### config.mk
export PLATFORM = sky130hd
export DESIGN_NAME = mdio_master
export DESIGN_NICKNAME = d
export VERILOG_FILES = /design/src/rtl/mdio_pkg.sv /design/src/rtl/mdio_clkgen.sv /design/src/rtl/mdio_seq.sv /design/src/rtl/mdio_master.sv
export SDC_FILE = /design/constraint.sdc
export NUM_CORES = 1
export LEC_CHECK = 0
export ABC_AREA = 0
export ABC_CLOCK_PERIOD_IN_PS = 2500
export CORE_ASPECT_RATIO = 0.75
export CORE_MARGIN = 1
export CORE_UTILIZATION = 45
export CTS_BUF_LIST = sky130_fd_sc_hd__clkbuf_2
export CTS_CLUSTER_DIAMETER = 150
export DETAILED_ROUTE_END_ITERATION = 10
export REMOVE_ABC_BUFFERS = 1
export SETUP_SLACK_MARGIN = 0.2
export SYNTH_ARGS = -nofsm -noshare
export SYNTH_HDL_FRONTEND = slang
export SYNTH_SLANG_ARGS = --single-unit
export TNS_END_PERCENT = 1
### constraint.sdc
create_clock -name clk -period 2.5 [get_ports clk]
set_input_delay 0.375 -clock clk [delete_from_list [all_inputs] [get_ports clk]]
set_output_delay 0.375 -clock clk [all_outputs]
set_load 0.05 [all_outputs]
### src/rtl/mdio_pkg.sv
package mdio_pkg;
  typedef enum logic [1:0] {
    SEL_CFG  = 2'd0,
    SEL_ADDR = 2'd1,
    SEL_DATA = 2'd2,
    SEL_OP   = 2'd3
  } reg_sel_e;

  localparam int CFG_IN_EN = 0;
  localparam int CFG_INV   = 1;
  localparam int CFG_PRE   = 2;
  localparam int CFG_SOF   = 3;
  localparam int CFG_DIV   = 5;
  localparam int OP_AINC   = 2;
endpackage

### src/rtl/mdio_clkgen.sv
module mdio_clkgen #(
  parameter int DIV_W = 8
) (
  input  logic             clk,
  input  logic             rst,
  input  logic             run,
  input  logic [DIV_W-1:0] div,
  output logic             tick
);
  logic [DIV_W-1:0] cnt_q;
  logic [DIV_W-1:0] lim;

  assign lim  = (div == '0) ? DIV_W'(1) : div;
  assign tick = run && (cnt_q == lim);

  always_ff @(posedge clk) begin
    if (rst || !run) cnt_q <= '0;
    else if (tick)   cnt_q <= '0;
    else             cnt_q <= cnt_q + 1'b1;
  end


  half_cnt_range_chk: assert property (@(posedge clk) disable iff (rst)
    run |-> (cnt_q <= lim));
endmodule

### src/rtl/mdio_seq.sv
module mdio_seq #(
  parameter int PRE_W  = 32,
  parameter int ADDR_W = 5,
  parameter int DATA_W = 16
) (
  input  logic              clk,
  input  logic              rst,
  input  logic              start,
  input  logic              pre_en,
  input  logic [1:0]        sof,
  input  logic [1:0]        op,
  input  logic [ADDR_W-1:0] phy,
  input  logic [ADDR_W-1:0] rga,
  input  logic [DATA_W-1:0] wdat,
  input  logic              tick,
  input  logic              in_en,
  input  logic              in_inv,
  input  logic              mdio_i,
  output logic              busy,
  output logic              mdc,
  output logic              mdio_o,
  output logic              mdio_oe,
  output logic              done,
  output logic [DATA_W-1:0] cap
);
  localparam int CORE_W = 6 + 2 * ADDR_W + DATA_W;
  localparam int TOT_W  = PRE_W + CORE_W;
  localparam int CNT_W  = $clog2(TOT_W + 1);

  logic              is_rd;
  logic [CORE_W-1:0] core_v, core_m;
  logic [TOT_W-1:0]  load_v, load_m;
  logic [TOT_W-1:0]  sh_q, msk_q;
  logic [CNT_W-1:0]  left_q;
  logic              sample;

  always_comb begin
    is_rd  = op[1];
    core_v = {sof, op, phy, rga, (is_rd ? 2'b00 : 2'b10), (is_rd ? {DATA_W{1'b0}} : wdat)};
    if (is_rd) core_m = {{(CORE_W-DATA_W-2){1'b1}}, {(DATA_W+2){1'b0}}};
    else       core_m = '1;
    if (pre_en) begin
      load_v = {{PRE_W{1'b1}}, core_v};
      load_m = {{PRE_W{1'b1}}, core_m};
    end else begin
      load_v = {core_v, {PRE_W{1'b0}}};
      load_m = {core_m, {PRE_W{1'b1}}};
    end
    sample = in_en & (mdio_i ^ in_inv);
  end

  always_ff @(posedge clk) begin
    if (rst) begin
      busy    <= 1'b0;
      mdc     <= 1'b0;
      mdio_o  <= 1'b0;
      mdio_oe <= 1'b0;
      done    <= 1'b0;
      cap     <= '0;
      sh_q    <= '0;
      msk_q   <= '0;
      left_q  <= '0;
    end else begin
      done <= 1'b0;
      if (start && !busy) begin
        busy    <= 1'b1;
        mdc     <= 1'b0;
        sh_q    <= load_v;
        msk_q   <= load_m;
        mdio_o  <= load_v[TOT_W-1];
        mdio_oe <= 1'b1;
        left_q  <= pre_en ? CNT_W'(TOT_W) : CNT_W'(CORE_W);
      end else if (busy && tick) begin
        if (!mdc) begin
          mdc <= 1'b1;
          if (left_q <= CNT_W'(DATA_W)) cap <= {cap[DATA_W-2:0], sample};
        end else begin
          mdc   <= 1'b0;
          sh_q  <= sh_q << 1;
          msk_q <= msk_q << 1;
          if (left_q == CNT_W'(1)) begin
            busy    <= 1'b0;
            done    <= 1'b1;
            mdio_o  <= 1'b0;
            mdio_oe <= 1'b0;
          end else begin
            left_q  <= left_q - 1'b1;
            mdio_o  <= sh_q[TOT_W-2];
            mdio_oe <= msk_q[TOT_W-2];
          end
        end
      end
    end
  end


  drive_hold_chk: assert property (@(posedge clk) disable iff (rst)
    mdc |=> (!mdc || $stable(mdio_o)));

  oe_in_frame_chk: assert property (@(posedge clk) disable iff (rst)
    mdio_oe |-> busy);

  idle_mdc_low_chk: assert property (@(posedge clk) disable iff (rst)
    !busy |-> !mdc);

  done_ends_busy_chk: assert property (@(posedge clk) disable iff (rst)
    done |-> (!busy && $past(busy)));
endmodule

### src/rtl/mdio_master.sv
module mdio_master
  import mdio_pkg::*;
#(
  parameter int BUS_W  = 32,
  parameter int DIV_W  = 8,
  parameter int ADDR_W = 5,
  parameter int DATA_W = 16,
  parameter int PRE_W  = 32
) (
  input  logic             clk,
  input  logic             rst,
  input  logic [1:0]       bus_sel,
  input  logic             bus_we,
  input  logic [BUS_W-1:0] bus_wdata,
  output logic [BUS_W-1:0] bus_rdata,
  output logic             mdc,
  output logic             mdio_o,
  output logic             mdio_oe,
  input  logic             mdio_i
);
  localparam int CFG_W = CFG_DIV + DIV_W;
  localparam int AR_W  = 2 * ADDR_W;

  logic [CFG_W-1:0]  cfg_q;
  logic [AR_W-1:0]   addr_q;
  logic [DATA_W-1:0] data_q;
  logic [2:0]        op_q;
  logic [DIV_W-1:0]  div_q;
  logic              busy, done, tick, start;
  logic [DATA_W-1:0] cap;
  logic              unused_wbits;

  assign unused_wbits = ^bus_wdata[BUS_W-1:CFG_W];
  assign start = bus_we && (bus_sel == SEL_OP) && !busy;

  always_ff @(posedge clk) begin
    if (rst) begin
      cfg_q  <= '0;
      addr_q <= '0;
      data_q <= '0;
      op_q   <= '0;
      div_q  <= '0;
    end else begin
      if (bus_we && bus_sel == SEL_CFG)  cfg_q  <= bus_wdata[CFG_W-1:0];
      if (bus_we && bus_sel == SEL_ADDR) addr_q <= bus_wdata[AR_W-1:0];
      if (bus_we && bus_sel == SEL_DATA) data_q <= bus_wdata[DATA_W-1:0];
      if (start) begin
        op_q  <= bus_wdata[2:0];
        div_q <= cfg_q[CFG_W-1:CFG_DIV];
      end
      if (done && op_q[1]) begin
        data_q <= cap;
        if (op_q[OP_AINC]) addr_q[ADDR_W-1:0] <= addr_q[ADDR_W-1:0] + 1'b1;
      end
    end
  end

  always_ff @(posedge clk) begin
    if (rst) bus_rdata <= '0;
    else begin
      case (bus_sel)
        SEL_CFG:  bus_rdata <= BUS_W'(cfg_q);
        SEL_ADDR: bus_rdata <= BUS_W'(addr_q);
        SEL_DATA: bus_rdata <= BUS_W'(data_q);
        default:  bus_rdata <= {busy, {(BUS_W-4){1'b0}}, op_q};
      endcase
    end
  end

  mdio_clkgen #(.DIV_W(DIV_W)) u_clkgen (
    .clk  (clk),
    .rst  (rst),
    .run  (busy),
    .div  (div_q),
    .tick (tick)
  );

  mdio_seq #(.PRE_W(PRE_W), .ADDR_W(ADDR_W), .DATA_W(DATA_W)) u_seq (
    .clk     (clk),
    .rst     (rst),
    .start   (start),
    .pre_en  (cfg_q[CFG_PRE]),
    .sof     (cfg_q[CFG_SOF+1:CFG_SOF]),
    .op      (bus_wdata[1:0]),
    .phy     (addr_q[AR_W-1:ADDR_W]),
    .rga     (addr_q[ADDR_W-1:0]),
    .wdat    (data_q),
    .tick    (tick),
    .in_en   (cfg_q[CFG_IN_EN]),
    .in_inv  (cfg_q[CFG_INV]),
    .mdio_i  (mdio_i),
    .busy    (busy),
    .mdc     (mdc),
    .mdio_o  (mdio_o),
    .mdio_oe (mdio_oe),
    .done    (done),
    .cap     (cap)
  );


  start_from_op_write_chk: assert property (@(posedge clk) disable iff (rst)
    $rose(busy) |-> $past(bus_we && bus_sel == SEL_OP));

  op_stable_in_frame_chk: assert property (@(posedge clk) disable iff (rst)
    (busy && $past(busy)) |-> $stable(op_q));
endmodule

## Word-level counts from Yosys, hierarchy flattened

Index checks and enable logic that the tools add are counted.

| cells by class | value |
|---|---|
| add/subtract/negate cells | 3 |
| magnitude comparators | 1 |
| equal/unequal tests | 6 |
| muxes and demuxes | 37 |
| bitwise operators | 5 |
| reductions and logical operators | 24 |

Operator list:

| kind | count |
|---|---|
| 2-to-1 mux 63 bit | 6 |
| case mux 32 bit (3 select lines) | 1 |
| 2-to-1 mux 64 bit | 1 |
| 2-to-1 mux 50 bit | 1 |
| 2-to-1 mux 16 bit | 3 |
| 2-to-1 mux 7 bit | 5 |
| 2-to-1 mux 18 bit | 1 |
| 2-to-1 mux 5 bit | 3 |
| 2-to-1 mux 1 bit | 14 |
| logical AND 1 bit | 9 |
| adder 8 x 1 -> 8 bit, second input constant | 1 |
| equality test 8 bit | 1 |
| zero test 8 bit | 1 |
| 2-to-1 mux 8 bit | 1 |
| nonzero test 2 bit | 4 |
| equality test 7 x 1 -> 1 bit, second input constant | 1 |
| less-or-equal comparator 7 x 5 -> 1 bit, second input constant | 1 |
| subtractor 7 x 1 -> 7 bit, second input constant | 1 |
| AND reduction 3 bit | 2 |
| adder 5 x 1 -> 5 bit, second input constant | 1 |
| equality test 2 bit, second input constant | 2 |
| AND reduction 4 bit | 1 |
| OR reduction 2 bit | 2 |
| OR reduction 4 bit | 1 |
| other kinds (10) | 12 |

| storage, ports and cells | value |
|---|---|
| register bits | 244 |

## Logic depth before layout (Yosys ltp)

| logic depth | value |
|---|---|
| word-level depth | 7 |
| gate-level depth with buffers | 9 |
| depth with buffers taken out | 7 |

## By module

Synthesis repeated with hierarchy kept, for this count alone.

| second synthesis, totals | value |
|---|---|
| cell total of the unflattened synthesis | 1156 |
| area, all modules | 9849.4 um2 |

Modules (own cells, without submodules):

| module | instances | cells each | area each (um2) | sequential area each (um2) |
|---|---|---|---|---|
| mdio_seq | 1 | 771 | 6366.1 | 3083.0 |
| mdio_master | 1 | 336 | 3011.6 | 1341.3 |
| mdio_clkgen | 1 | 49 | 471.7 | 160.2 |

## Worst setup path before layout

No wires, ideal clock.

| timing path | value |
|---|---|
| path type | register to register |
| start | register div_q[2] |
| end | register u_seq.left_q[5] |
| setup time | 0.112 ns |
| arrival | 1.881 ns |
| data required time | 2.388 ns |
| setup slack | 0.507 ns |
| cell stages (with the launch flop) | 9 |
| buffers on the path | 2 |
| period minus slack after synthesis | 1.993 ns |
| cell sequence | dfxtp_1 nor4_1 nand2_1 a311oi_2 and3_1 buf_2 buf_6 a311oi_1 a2111oi_1 |

| on the way | value |
|---|---|
| cells in the longest elaborated chain, start to end | 7 |

RTL lines:

| item | RTL line | text |
|---|---|---|
| from (decl) | mdio_master.sv:28 | `logic [DIV_W-1:0] div_q;` |
| from (signal assigned) | mdio_master.sv:49 | `div_q <= cfg_q[CFG_W-1:CFG_DIV];` |
| zero test 8 bit | mdio_clkgen.sv:13 | `assign lim = (div == '0) ? DIV_W'(1) : div;` |
| 2-to-1 mux 8 bit (*) | mdio_clkgen.sv:13 |  |
| equality test 8 bit (*) | mdio_clkgen.sv:14 | `assign tick = run && (cnt_q == lim);` |
| logical AND 1 bit (*) | mdio_clkgen.sv:14 |  |
| logical AND 1 bit (*) | mdio_seq.sv:73 | `end else if (busy && tick) begin` |
| nonzero test 2 bit (no source line) (*) | - |  |
| AND reduction 3 bit (no source line) (*) | - |  |
| to (signal assigned) | mdio_seq.sv:72 | `left_q <= pre_en ? CNT_W'(TOT_W) : CNT_W'(CORE_W);` |
| to (signal assigned) | mdio_seq.sv:87 | `left_q <= left_q - 1'b1;` |
| to (decl) | mdio_seq.sv:34 | `logic [CNT_W-1:0] left_q;` |

Every way passes the cells marked *; elsewhere a longest branch is shown, timed or not.
A chain may end at the register's enable or synchronous reset.

## Final worst setup path

| timing path | value |
|---|---|
| start | register u_seq.mdio_o |
| end | output port mdio_o |

RTL lines:

| item | RTL line | text |
|---|---|---|
| from (decl) | mdio_seq.sv:21 | `output logic mdio_o,` |
| from (signal assigned) | mdio_seq.sv:70 | `mdio_o <= load_v[TOT_W-1];` |
| from (signal assigned) | mdio_seq.sv:88 | `mdio_o <= sh_q[TOT_W-2];` |
| to (decl) | mdio_master.sv:17 | `output logic mdio_o,` |

No word-level cell between the ends.

==> out/metrics.yaml <==
final_cells: 1525
max_stage_delay_ps: 810
die_h_um: 128
grt_pass1_wl_um: 39900
cts_tree: "yes"
place_congestion: 0.790
arrival_ps: 1930
finalPower_mw: 6.76
numPlacedInstances: 1425
synth_adder_area_share_pct: 0.530
groute.usage.overall_pct: 23.0
cellPowerDensity_nw_per_um2: 627
initial_core_util_pct: 46.4
ys_top_cells_by_count: "291 x nand2_1, 229 x dfxtp_1, 105 x a21oi_1, 80 x nor2_1, 75 x clkbuf_1"
finalWirelength_um: 24800
port_buffers: 41
path_clk_slew_ps: 120
grt_max_degree: 94
synthCells: 1151
synth-xor-area-share_pct: 1.48
clock_latency_ps: 820
clock-root-buffer: "clkbuf_2"
synth.most_common_cell: "nand2_1"
synth.largest_area_cell: "dfxtp_1"
vias_per_cell: 5.50
core_region_area_um2: 20400
whs_ps: 59.2
synth_edf_count: 0
p_switching_mw: 1.94
place_ws_ps: 210
power.leakage_nw: 4.17
area_growth_pct: 14.0
setup_ws_ps: 197
synth_cell_type_count: 49
period_share_pct: 92.1
cts_made_buffers: 55
antenna_left: 0
clock_path_buffers: 3
post_drt_wl_per_cell_um: 16.3
cp-start-kind: "register"
slowest_stage: "clkdlybuf4s50_1"
ys_warn_count: 0
nFillCells: 1949
vias: 8380
drc: 0
rows: 45
max_slew.worst_pin.slew_ps: 510
die_w_um: 169
slew_violations: 0
crit_buf_inv: 1
synth-seq-area-share_pct: 48.5
ys_seq_elements: 229
synth.top_cells.by_area: "dfxtp_1 49%, nand2_1 12%, a21oi_1 5.6%, a311oi_1 5.6%, a31oi_1 3.4%"
p_comb_share_pct: 8.6
period_minus_slack_ps: 2300
netlist_area_um2: 9450
crit_required_ps: 2120
antenna_found_initial: 1
yosys.area_share.simple_pct: 19.2
tns_ps: 0
max_freq_mhz: 434
grt_overflow: 0
hold_viol: 0
drv_cap: 0
dieArea_um2: 21600
drive_gt1_share_pct: 11.8
critPathCaptureType: "output port"
synth_top_family_by_area: "compound AO/OA/AOI/OAI gates"
power_frac_seq_pct: 57.4
first_iter_violations: 729
status: "complete, no violations"
dr.pass1.iters: 7
swShare_pct: 28.7
slew_headroom_pct: 65.8
first_global_vias: 7452
ir_drop_mv: 0.347
synth-compound-area-share_pct: 21.0
skew_ps: 76.8
ios: 73
synth.mux.area_fraction_pct: 3.47
holdCritPathClass: "input port to register"
h-tree-depth: 2
rsz0062_at_grt: "true"
async_reset_ff_share_pct: 0
setup_viol_count_final: 0
p_clk_share_pct: 34.0
synthFlopType: "dfxtp_1"
dp_hpwl_um: 15400
crit_path_max_fanout: 2
syn_area_per_cell_um2: 8.21
cts.sinks: 229
cp_top_family: "buffers and inverters"
p_int_mw: 4.82
path_cells: "clkdlybuf4s50_1"
critPathKind: "register to output port"
netlist.area_leader.share_pct: 48.5
cts_hold_buf: 0
finalNetCount: 1245
[layer usage]
metal,global-route usage [%],share of wire (%),vias to the layer above
met5,0,0,-
met4,7.21,1.9,0
met3,4.58,6.8,51
met2,31.8,41,248
met1,35.3,50,3925
li1,-,-,4156
[stage by stage]
step                      cell area [µm²]  util (%)
after floorplan                      8990         -
after global placement              10300      50.5
final                               10800      52.9
after global routing                10800      52.9
after CTS                           10700      52.7
after detailed placement            10300      50.5
[power groups by stage]
stage,logic (mW),registers (mW),clock network [mW]
3_3_place_gp,0.572,3.96,0
2_1_floorplan,0.317,3.96,0
3_5_place_dp,0.581,3.96,0
6_report,0.584,3.88,2.30
5_1_grt,0.639,3.90,2.58
4_1_cts,0.583,3.88,2.39
[timing repair]
item,4_1_cts,5_1_grt
cloned,0,0
endpoints found under the hold margin,0,0
buffers inserted,0,3
setup endpoints to repair,24,141
resized for setup,2,2
[area by class of cell]
type | count | area, µm² | share of cell area, %
tap | 282 | 353 | 3.27
sequential | 229 | 4580 | 42.5
inverter | 7 | 26.3 | 0.244
antenna | 1 | 2.50 | 0.0232
clock buffer | 76 | 380 | 3.53
clock inverter | 20 | 76.3 | 0.708
multi-input combinational | 815 | 4400 | 40.9
timing repair buffer | 95 | 951 | 8.82
[cell usage in the layout, fill, tap and decap left out, types with 2 or more instances in the layout]
| master | n |
|---|---|
| a41o_1 | 2 |
| a311oi_1 | 60 |
| mux2i_1 | 26 |
| inv_1 | 5 |
| a31oi_1 | 51 |
| a21oi_1 | 105 |
| xnor2_1 | 5 |
| nand2_1 | 291 |
| a221oi_1 | 5 |
| nor4_1 | 3 |
| or3_1 | 2 |
| mux4_2 | 3 |
| nor3b_2 | 2 |
| o21ai_0 | 39 |
| clkinv_1 | 20 |
| nor2b_1 | 3 |
| clkbuf_2 | 76 |
| ha_1 | 4 |
| clkdlybuf4s50_1 | 37 |
| nand3b_1 | 3 |
| conb_1 | 15 |
| dlygate4sd2_1 | 2 |
| buf_4 | 44 |
| nor2_1 | 80 |
| or3b_2 | 2 |
| buf_12 | 11 |
| and2_1 | 4 |
| nand3_1 | 29 |
| nor3_1 | 8 |
| dfxtp_1 | 229 |
| and3_1 | 9 |
| o211ai_1 | 2 |
| o31ai_1 | 33 |
| xor2_1 | 11 |
[state kept, by name, indices dropped and copies added, names as in the netlist, 7 cells and up]
register,flops
addr_q,10
u_seq.cap,16
bus_rdata,17
cfg_q,13
u_clkgen.cnt_q,8
u_seq.msk_q,63
div_q,8
u_seq.sh_q,63
data_q,16
u_seq.left_q,7
[path summary, 6_finish.rpt]
| check | startpoint | end | slack (ps) | cells after the start |
|---|---|---|---|---|
| worst min register to register | u_seq.msk_q[32]$_SDFFE_PP0P_ | u_seq.msk_q[33]$_SDFFE_PP0P_ | 430 | 2 |
| worst max register to register | div_q[2]$_SDFFE_PP0P_ | u_seq.msk_q[31]$_SDFFE_PP0P_ | 260 | 9 |
| worst max-delay path | u_seq.mdio_o$_SDFFE_PP0P_ | mdio_o | 200 | 1 |
| worst min-delay path | rst | u_seq.cap[5]$_SDFFE_PP0P_ | 60 | 3 |
[cell families (layout without fill, tap and decap cells)]
kind of cell             count (synthesis)  after routing
AND/OR/NAND/NOR                        443            443
AO/OA/AOI/OAI                          308            308
flip-flops                             229            229
buffers and inverters                  121            198
multiplexers                            29             29
XOR/XNOR                                16             16
adder cells (fa/ha/maj)                  4              4
other                                    1             16
No activity file was read; power rests on OpenSTA's default activity.
